## src/rtl/sfx_pkg.sv

```systemverilog
package sfx_pkg;

  localparam int OP_W   = 5;
  localparam int WORD_W = 32;

  typedef enum logic [OP_W-1:0] {
    OP_NOP          = 5'd0,
    OP_ADD          = 5'd1,
    OP_ADD_IMM      = 5'd2,
    OP_ADD_CY       = 5'd3,
    OP_SUB          = 5'd4,
    OP_SUB_IMM      = 5'd5,
    OP_SUB_CY       = 5'd6,
    OP_RSB          = 5'd7,
    OP_RSB_IMM      = 5'd8,
    OP_CMP_GEU      = 5'd9,
    OP_CMP_LTS      = 5'd10,
    OP_CMP_LTS_IMM  = 5'd11,
    OP_CMP_NE       = 5'd12,
    OP_CMP_NE_IMM   = 5'd13,
    OP_SEL_IF_SET   = 5'd14,
    OP_SEL_IF_CLR   = 5'd15,
    OP_FLAG_TO_REG  = 5'd16,
    OP_NFLAG_TO_REG = 5'd17,
    OP_NO_ZERO_BYTE = 5'd18,
    OP_ZERO_IF_SET  = 5'd19,
    OP_ZERO_IF_CLR  = 5'd20,
    OP_INC_IF_SET   = 5'd21,
    OP_INC_IF_CLR   = 5'd22,
    OP_DEC_IF_SET   = 5'd23,
    OP_DEC_IF_CLR   = 5'd24,
    OP_DEC_TEST_GT  = 5'd25,
    OP_DEC_TEST_LT  = 5'd26,
    OP_DEC_TEST_NE  = 5'd27
  } op_e;

endpackage

```

## src/rtl/sfx_arith.sv

```systemverilog
// Add/subtract family on one shared adder: plain, immediate, carry and
// reversed forms. Subtraction is done as x + ~y + 1.
module sfx_arith
  import sfx_pkg::*;
#(
  parameter int W = WORD_W
) (
  input  logic [OP_W-1:0] op,
  input  logic [W-1:0]    a,
  input  logic [W-1:0]    b,
  input  logic [W-1:0]    imm,
  input  logic            c_in,
  output logic            hit,
  output logic            flag_wr,
  output logic [W-1:0]    sum,
  output logic            carry
);

  logic [W-1:0] x;
  logic [W-1:0] y;
  logic         ci;
  logic [W:0]   total;

  always_comb begin
    hit     = 1'b1;
    flag_wr = 1'b0;
    x       = a;
    y       = b;
    ci      = 1'b0;
    case (op)
      OP_ADD:     begin x = a;   y = b;    ci = 1'b0; end
      OP_ADD_IMM: begin x = a;   y = imm;  ci = 1'b0; end
      OP_ADD_CY:  begin x = a;   y = b;    ci = c_in; flag_wr = 1'b1; end
      OP_SUB:     begin x = a;   y = ~b;   ci = 1'b1; end
      OP_SUB_IMM: begin x = a;   y = ~imm; ci = 1'b1; end
      OP_SUB_CY:  begin x = a;   y = ~b;   ci = c_in; flag_wr = 1'b1; end
      OP_RSB:     begin x = b;   y = ~a;   ci = 1'b1; end
      OP_RSB_IMM: begin x = imm; y = ~a;   ci = 1'b1; end
      default:    hit = 1'b0;
    endcase
  end

  assign total = {1'b0, x} + {1'b0, y} + {{W{1'b0}}, ci};
  assign sum   = total[W-1:0];
  assign carry = total[W];

endmodule

```

## src/rtl/sfx_cond.sv

```systemverilog
// Operations that always write C: compares, zero-byte test and the
// decrement-and-test group (the latter also write the register).
module sfx_cond
  import sfx_pkg::*;
#(
  parameter int W = WORD_W
) (
  input  logic [OP_W-1:0] op,
  input  logic [W-1:0]    a,
  input  logic [W-1:0]    b,
  input  logic [W-1:0]    imm,
  output logic            hit,
  output logic            c_new,
  output logic            wr,
  output logic [W-1:0]    val
);

  localparam int NB = W / 8;

  logic [NB-1:0] byte_nz;
  logic [W-1:0]  dec;
  logic          dec_zero;

  for (genvar g = 0; g < NB; g++) begin : g_byte
    assign byte_nz[g] = |a[8*g +: 8];
  end

  assign dec      = a - {{(W-1){1'b0}}, 1'b1};
  assign dec_zero = (dec == '0);
  assign val      = dec;

  always_comb begin
    hit   = 1'b1;
    wr    = 1'b0;
    c_new = 1'b0;
    case (op)
      OP_CMP_GEU:      c_new = (a >= b);
      OP_CMP_LTS:      c_new = ($signed(a) < $signed(b));
      OP_CMP_LTS_IMM:  c_new = ($signed(a) < $signed(imm));
      OP_CMP_NE:       c_new = (a != b);
      OP_CMP_NE_IMM:   c_new = (a != imm);
      OP_NO_ZERO_BYTE: c_new = &byte_nz;
      OP_DEC_TEST_GT:  begin wr = 1'b1; c_new = !dec[W-1] && !dec_zero; end
      OP_DEC_TEST_LT:  begin wr = 1'b1; c_new = dec[W-1]; end
      OP_DEC_TEST_NE:  begin wr = 1'b1; c_new = !dec_zero; end
      default:         hit = 1'b0;
    endcase
  end

endmodule

```

## src/rtl/sfx_pred.sv

```systemverilog
// Operations that read C but never change it: predicated select, clear,
// increment and decrement, and copying C into a register.
module sfx_pred
  import sfx_pkg::*;
#(
  parameter int W = WORD_W
) (
  input  logic [OP_W-1:0] op,
  input  logic [W-1:0]    a,
  input  logic [W-1:0]    b,
  input  logic            c_in,
  output logic [W-1:0]    res,
  output logic            we
);

  logic [W-1:0] plus1;
  logic [W-1:0] minus1;

  assign plus1  = a + {{(W-1){1'b0}}, 1'b1};
  assign minus1 = a - {{(W-1){1'b0}}, 1'b1};

  always_comb begin
    res = '0;
    we  = 1'b0;
    case (op)
      OP_SEL_IF_SET:   begin res = b;      we = c_in;  end
      OP_SEL_IF_CLR:   begin res = b;      we = !c_in; end
      OP_FLAG_TO_REG:  begin res = {{(W-1){1'b0}}, c_in};  we = 1'b1; end
      OP_NFLAG_TO_REG: begin res = {{(W-1){1'b0}}, !c_in}; we = 1'b1; end
      OP_ZERO_IF_SET:  begin res = '0;     we = c_in;  end
      OP_ZERO_IF_CLR:  begin res = '0;     we = !c_in; end
      OP_INC_IF_SET:   begin res = plus1;  we = c_in;  end
      OP_INC_IF_CLR:   begin res = plus1;  we = !c_in; end
      OP_DEC_IF_SET:   begin res = minus1; we = c_in;  end
      OP_DEC_IF_CLR:   begin res = minus1; we = !c_in; end
      default:         begin res = '0;     we = 1'b0;  end
    endcase
  end

endmodule

```

## src/rtl/sfx_exec.sv

```systemverilog
// Execute stage with a single held condition bit.
module sfx_exec
  import sfx_pkg::*;
#(
  parameter int W = WORD_W
) (
  input  logic            clk,
  input  logic            rst_n,
  input  logic [OP_W-1:0] op,
  input  logic [W-1:0]    opa,
  input  logic [W-1:0]    opb,
  input  logic [W-1:0]    imm,
  output logic [W-1:0]    result,
  output logic            res_we,
  output logic            c_next,
  output logic            c_flag
);

  logic         c_q;
  logic         c_wr;
  logic         c_new;

  logic         ar_hit;
  logic         ar_flag;
  logic [W-1:0] ar_sum;
  logic         ar_carry;

  logic         cd_hit;
  logic         cd_c;
  logic         cd_wr;
  logic [W-1:0] cd_val;

  logic [W-1:0] pr_res;
  logic         pr_we;

  sfx_arith #(.W(W)) arith_i (
    .op      (op),
    .a       (opa),
    .b       (opb),
    .imm     (imm),
    .c_in    (c_q),
    .hit     (ar_hit),
    .flag_wr (ar_flag),
    .sum     (ar_sum),
    .carry   (ar_carry)
  );

  sfx_cond #(.W(W)) cond_i (
    .op    (op),
    .a     (opa),
    .b     (opb),
    .imm   (imm),
    .hit   (cd_hit),
    .c_new (cd_c),
    .wr    (cd_wr),
    .val   (cd_val)
  );

  sfx_pred #(.W(W)) pred_i (
    .op   (op),
    .a    (opa),
    .b    (opb),
    .c_in (c_q),
    .res  (pr_res),
    .we   (pr_we)
  );

  // Next-state selection
  always_comb begin
    result = '0;
    res_we = 1'b0;
    c_wr   = 1'b0;
    c_new  = c_q;
    if (ar_hit) begin
      result = ar_sum;
      res_we = 1'b1;
      if (ar_flag) begin
        c_wr  = 1'b1;
        c_new = ar_carry;
      end
    end else if (cd_hit) begin
      result = cd_val;
      res_we = cd_wr;
      c_wr   = 1'b1;
      c_new  = cd_c;
    end else begin
      result = pr_res;
      res_we = pr_we;
    end
  end

  assign c_next = c_wr ? c_new : c_q;

  // Condition register with explicit load enable
  always_ff @(posedge clk or negedge rst_n) begin
    if (!rst_n) begin
      c_q <= 1'b0;
    end else if (c_wr) begin
      c_q <= c_new;
    end
  end

  assign c_flag = c_q;

endmodule

```

## config.mk

```make
export PLATFORM = sky130hd
export DESIGN_NAME = sfx_exec
export DESIGN_NICKNAME = d
export VERILOG_FILES = /design/src/rtl/sfx_pkg.sv /design/src/rtl/sfx_arith.sv /design/src/rtl/sfx_cond.sv /design/src/rtl/sfx_pred.sv /design/src/rtl/sfx_exec.sv
export SDC_FILE = /design/constraint.sdc
export NUM_CORES = 1
export LEC_CHECK = 0
export CORE_MARGIN = 2
export CORE_UTILIZATION = 50
export CTS_CLUSTER_SIZE = 40
export DETAILED_ROUTE_END_ITERATION = 6
export HOLD_SLACK_MARGIN = 0.03
export MAX_ROUTING_LAYER = met4
export PLACE_DENSITY_LB_ADDON = 0.12
export SLEW_MARGIN = 10
export SYNTH_ARGS = -nofsm -noshare
export SYNTH_HDL_FRONTEND = slang
export SYNTH_SLANG_ARGS = --single-unit
```

## constraint.sdc

```tcl
create_clock -name clk -period 10.7 [get_ports clk]
set_clock_uncertainty 0.15 [all_clocks]
set_input_delay 2.675 -clock clk [delete_from_list [all_inputs] [get_ports clk]]
set_output_delay 2.675 -clock clk [all_outputs]
set_load 0.02 [all_outputs]
```

# Word level (Yosys, flattened, before mapping)

Index checks and enable logic that the tools add are counted.

Bits in registers: 1
Bits of input ports: 103
Output and inout port bits: 35
Word-level logic and storage cells: 84

Add/sub/neg operators: 4
Magnitude comparators: 3
Equal/unequal tests: 29
Muxes and demuxes: 21
Bitwise operators: 3
Reductions and logical operators: 23

Operators with widths:

| operator                | number |
|---|---|
| $pmux W32 S5            | 1 |
| $pmux W32 S4            | 1 |
| $not A32 Y32            | 3 |
| $lt A32 B32 Y1          | 2 |
| $mux W32                | 2 |
| $ne A32 B32 Y1          | 2 |
| $pmux W32 S2            | 1 |
| $eq A5 B5 Y1 const B    | 12 |
| $eq A5 B4 Y1 const B    | 8 |
| $reduce_or A8 Y1        | 5 |
| $add A32 B32 Y33        | 1 |
| $add A33 B1 Y33         | 1 |
| $add A32 B1 Y32 const B | 1 |
| $ge A32 B32 Y1          | 1 |
| $logic_not A32 Y1       | 1 |
| $sub A32 B1 Y32 const B | 1 |
| $eq A5 B3 Y1 const B    | 4 |
| $reduce_or A2 Y1        | 7 |
| $mux W1                 | 13 |
| $reduce_or A4 Y1        | 3 |
| $eq A5 B2 Y1 const B    | 2 |
| $pmux W1 S9             | 1 |
| $reduce_or A9 Y1        | 1 |
| $eq A5 B1 Y1 const B    | 1 |
| 6 further kinds         | 8 |

# Longest topological paths before layout

Depth after elaboration: 8
Gate-level depth with buffers: 20
Gate-level depth less buffers: 17

# By module

Synthesis repeated with hierarchy kept, for this count alone.

Cell total of the unflattened synthesis: 1,383
Area total of the unflattened synthesis: 9,200.1 um^2

Modules (own cells, without submodules):

| module    | times used | cells an instance | area each (um^2) | seq. area each (um^2) |
|---|---|---|---|---|
| sfx_arith | 1          | 519               | 3,281.9          | 0.0 |
| sfx_cond  | 1          | 393               | 2,705.1          | 0.0 |
| sfx_pred  | 1          | 358               | 2,434.8          | 0.0 |
| sfx_exec  | 1          | 113               | 778.2            | 25.0 |

# Worst setup path after synthesis

Ideal clock, no wire load.

Kind: input to output
Start: in op[2]
End: out result[26]
Arrival time: 6.967 ns
Data required time: 7.875 ns
Setup slack: 0.908 ns
Stages on the path: 18
Path buffers: 3
Cells stage by stage: clkbuf_1 > nand2b_1 > clkbuf_1 > nor4_1 > nor2_1 > clkbuf_1 > o221ai_1 > a211o_1 > fa_1 > fa_1 > a21oi_1 > o221ai_1 > a221oi_1 > o31a_1 > o21ai_0 > a21o_1 > xnor2_1 > o21ai_0

Word-level cells in the longest chain between the ends: 6
Elaborated cells on any way between the ends: 44
Those cells by class: 2 x add/sub; 25 x eq/ne; 8 x mux; 9 x reduce/logical

RTL lines:

| element                                      | RTL line        | RTL |
|---|---|---|
| start: declaration                           | sfx_exec.sv:9   | `input logic [OP_W-1:0] op,` |
| $eq A5 B3 Y1 or $eq A5 B4 Y1 (tied branches) | sfx_arith.sv:30 | `case (op)` |
| $reduce_or A2 Y1 (no source line)            | n/a             |  |
| $pmux W32 S4                                 | sfx_arith.sv:30 |  |
| $add A32 B32 Y33                             | sfx_arith.sv:43 | `assign total = {1'b0, x} + {1'b0, y} + {{W{1'b0}}, ci};` |
| $add A33 B1 Y33                              | sfx_arith.sv:43 |  |
| $mux W32 (*)                                 | sfx_exec.sv:74  | `if (ar_hit) begin` |
| end: declaration                             | sfx_exec.sv:13  | `output logic [W-1:0] result,` |

Every way passes the cells marked *; elsewhere a longest branch is shown, timed or not.

# Worst setup path in the final report

Start: in op[2]
End: out result[31]

The elaborated chain is that of the path after synthesis.

==> metrics <==
clock slew at reported path FFs=0 ps; static leakage power=4.09 nW; startpoint-to-endpoint class of the critical path=in2out; Tightest Hold Check Type=reg2reg; final critical-path share of the clock period=0.976; Global Route Usage Sum=0.349; total nets after synthesis=1,334; Arrival @ worst endpoint=7620 ps; startpoint class of the critical path=primary input; combined area of all synthesized cells=0.00727 mm²; vias=9,252; final antenna-violating net count=0; Final nets=1,443; overall die area=0.0155 mm²; standard cell with the maximum stage delay on the critical path=clkdlybuf4s50_1; routed len/inst=19.5 µm; top cells by area, synth=ha_1 17%, nand2_1 6.7%, nor2_1 5.4%; destination of the worst register-to-register timing path=c_flag; Post-Layout Cell Count=1,421; worst setup path startpoint=op[2]; vias per cell=6.51; Max FO, Critical Path=15; placeable core region=0.0144 mm²; worst setup slack after placement=85.9 ps; DIE HEIGHT=125 µm; total of warnings raised by yosys=0; dpl hpwl=21,800 µm; cell type with the highest aggregate area in the netlist=ha_1; number of inserted filler cells in the final layout=1,393; number of setup violations in the final report=0; Critical Path Sink Type=output port; cell types with the highest counts after synthesis=130 x nand2_1, 104 x nor2_1, 99 x ha_1; via count of the first global-routing pass=8,580; DRC violations left=0; hold slack=644 ps; number of antenna violations at the first check in global routing=0; number of max-slew violations in the final report=0; number of antenna diodes=0; share of layout cells above drive strength 1=0.0695; cell depth of the worst flop-to-flop path=15; Reg2Reg Launch Point=c_flag; sequential area share after synthesis=0.00344; number of top-level pins=138; detailed router's first-iteration violation count=953; maximum resistive drop on vdd=0.0360 mV; status=finished, final reports clean; required time reported for the critical path endpoint=7880 ps; worst max-slew margin expressed relative to the limit=0.302; Final Util=0.632; number of cell rows=44; asr flop ratio synth=1.00; Top cell by count, worst path=nor2_1; time the worst path needs with I/O delays and setup=10,440 ps; placer's final routability congestion estimate=1.03; Final Hold Fails=0; Worst Setup EP=result[31]; first-pass GRT wire length=44,600 µm; number of buffers added on ports=137; cells after synthesis=1,130; most instantiated library cell after synthesis=nand2_1; sum of routed wire length over all layers=27,700 µm; ys flop type=dfrtp_1; number of flip-flops under the largest register name=1; drt pass-1 iters=7; worst-case setup margin in the final layout=256 ps; Initial Utilization=0.506; Largest stage delay, worst path=610 ps; fraction of post-synthesis cell area in the top cell type by area=0.170; area added between synthesis and finish=24.9%; synthesis-stage register bit count=1; number of enable flip-flop cells after synthesis=0; transition at the pin with the smallest max-transition slack=1050 ps; Post-Synthesis Mean Instance Area=6.43 µm²; flop-to-flop setup slack=6640 ps; Fmax=0.0958 GHz; unrepaired setup endpoints after global routing=false; placed cells=1,421; chain of cells forming the critical path=clkdlybuf4s50_1 > nand2b_1 > buf_4 > nor2_1 > nor2_1 > nor2_1 > o21bai_2 > buf_4 > a211o_1 > ha_1 > nand4_1 > nor3_2 > a32oi_1 > and2_1 > o31ai_4 > o221ai_2 > o21a_1 > or4b_2 > nand3_1 > clkdlybuf4s50_1; Final TNS setup=0 ps; Die X=125 µm; Post-CTS Hold Buffers=0; count of max-cap constraint violations=0; number of library cell types mapped by synthesis=73; overflow left after global routing=0; clock latency at the later pin of the worst-skew pair=0 ps; pwr/cell area=58.4 mW/mm²; pin count of the biggest net entering global routing=33
==> metrics by stage <==
step                instance area (µm²)  power [W]
floorplan                          7270   0.000319
global placement                   9020   0.000513
detailed placement                 9020   0.000515
CTS                                9020   0.000518
global route                       9080   0.000575
finish                             9080   0.000530
==> layout make-up <==
class	instances	area [µm²]	share of cell area
well taps	184	230	0.0254
inverters	87	327	0.0360
flip-flops and latches	1	25.0	0.00276
multi-input cells	954	6640	0.731
repair buffers	195	1860	0.205
==> worst max-delay path: cells and delay by family <==
kind	cells	cell delay [ps]
buffers and inverters	4	1500
AND/OR/NAND/NOR	9	1790
adder cells (fa/ha/maj)	1	410
AO/OA/AOI/OAI	6	1230
==> worst min path at each step <==
stage / startpoint / to / slack, ps / cells past startpoint
floorplan: c_flag / c_flag / 750 / 2
global placement: c_flag / c_flag / 650 / 2
detailed placement: c_flag / c_flag / 650 / 2
CTS: c_flag / c_flag / 650 / 2
global route: c_flag / c_flag / 700 / 2
finish: c_flag / c_flag / 640 / 2
==> where the power goes <==
part,internal [W],switching (W)
sequential,0.00000463,0.00000167
combinational,0.000231,0.000292
clock,0,0
==> logic make-up after synthesis <==
group / after synthesis / synth area share
fa+ha+maj: 101 / 0.176
mux: 4 / 0.00568
simple gates: 414 / 0.277
xor+xnor: 66 / 0.0795
compound gates: 369 / 0.364
flops: 1 / 0.00344
buf+inv: 175 / 0.0941
==> layout by cell type (no fill, tap or decap), drive strengths merged, types with 30 or more instances in the layout <==
cell type      instances
inv                   87
a21oi                 74
nor3                  31
clkdlybuf4s50        132
a211o                 33
buf                   58
nand3                 34
nand2                130
a22oi                 32
nor2                 106
ha                    99
o221ai                44
o21ai                 54
xor2                  30
xnor2                 36
==> per-layer routing <==
metal | part of all wire | up-vias | GRT usage
met5 | 0 | - | -
met4 | 0.035 | 0 | 0.102
met3 | 0.082 | 81 | 0.0408
met2 | 0.47 | 476 | 0.582
met1 | 0.42 | 4252 | 0.446
li1 | - | 4443 | -
==> repair_timing <==
action / 4_1_cts / 5_1_grt
hold endpoints to repair: 0 / 0
setup endpoints to repair: 0 / 8
setup buffers: 0 / 0
resized for setup: 0 / 13
No activity file was read; power rests on OpenSTA's default activity.
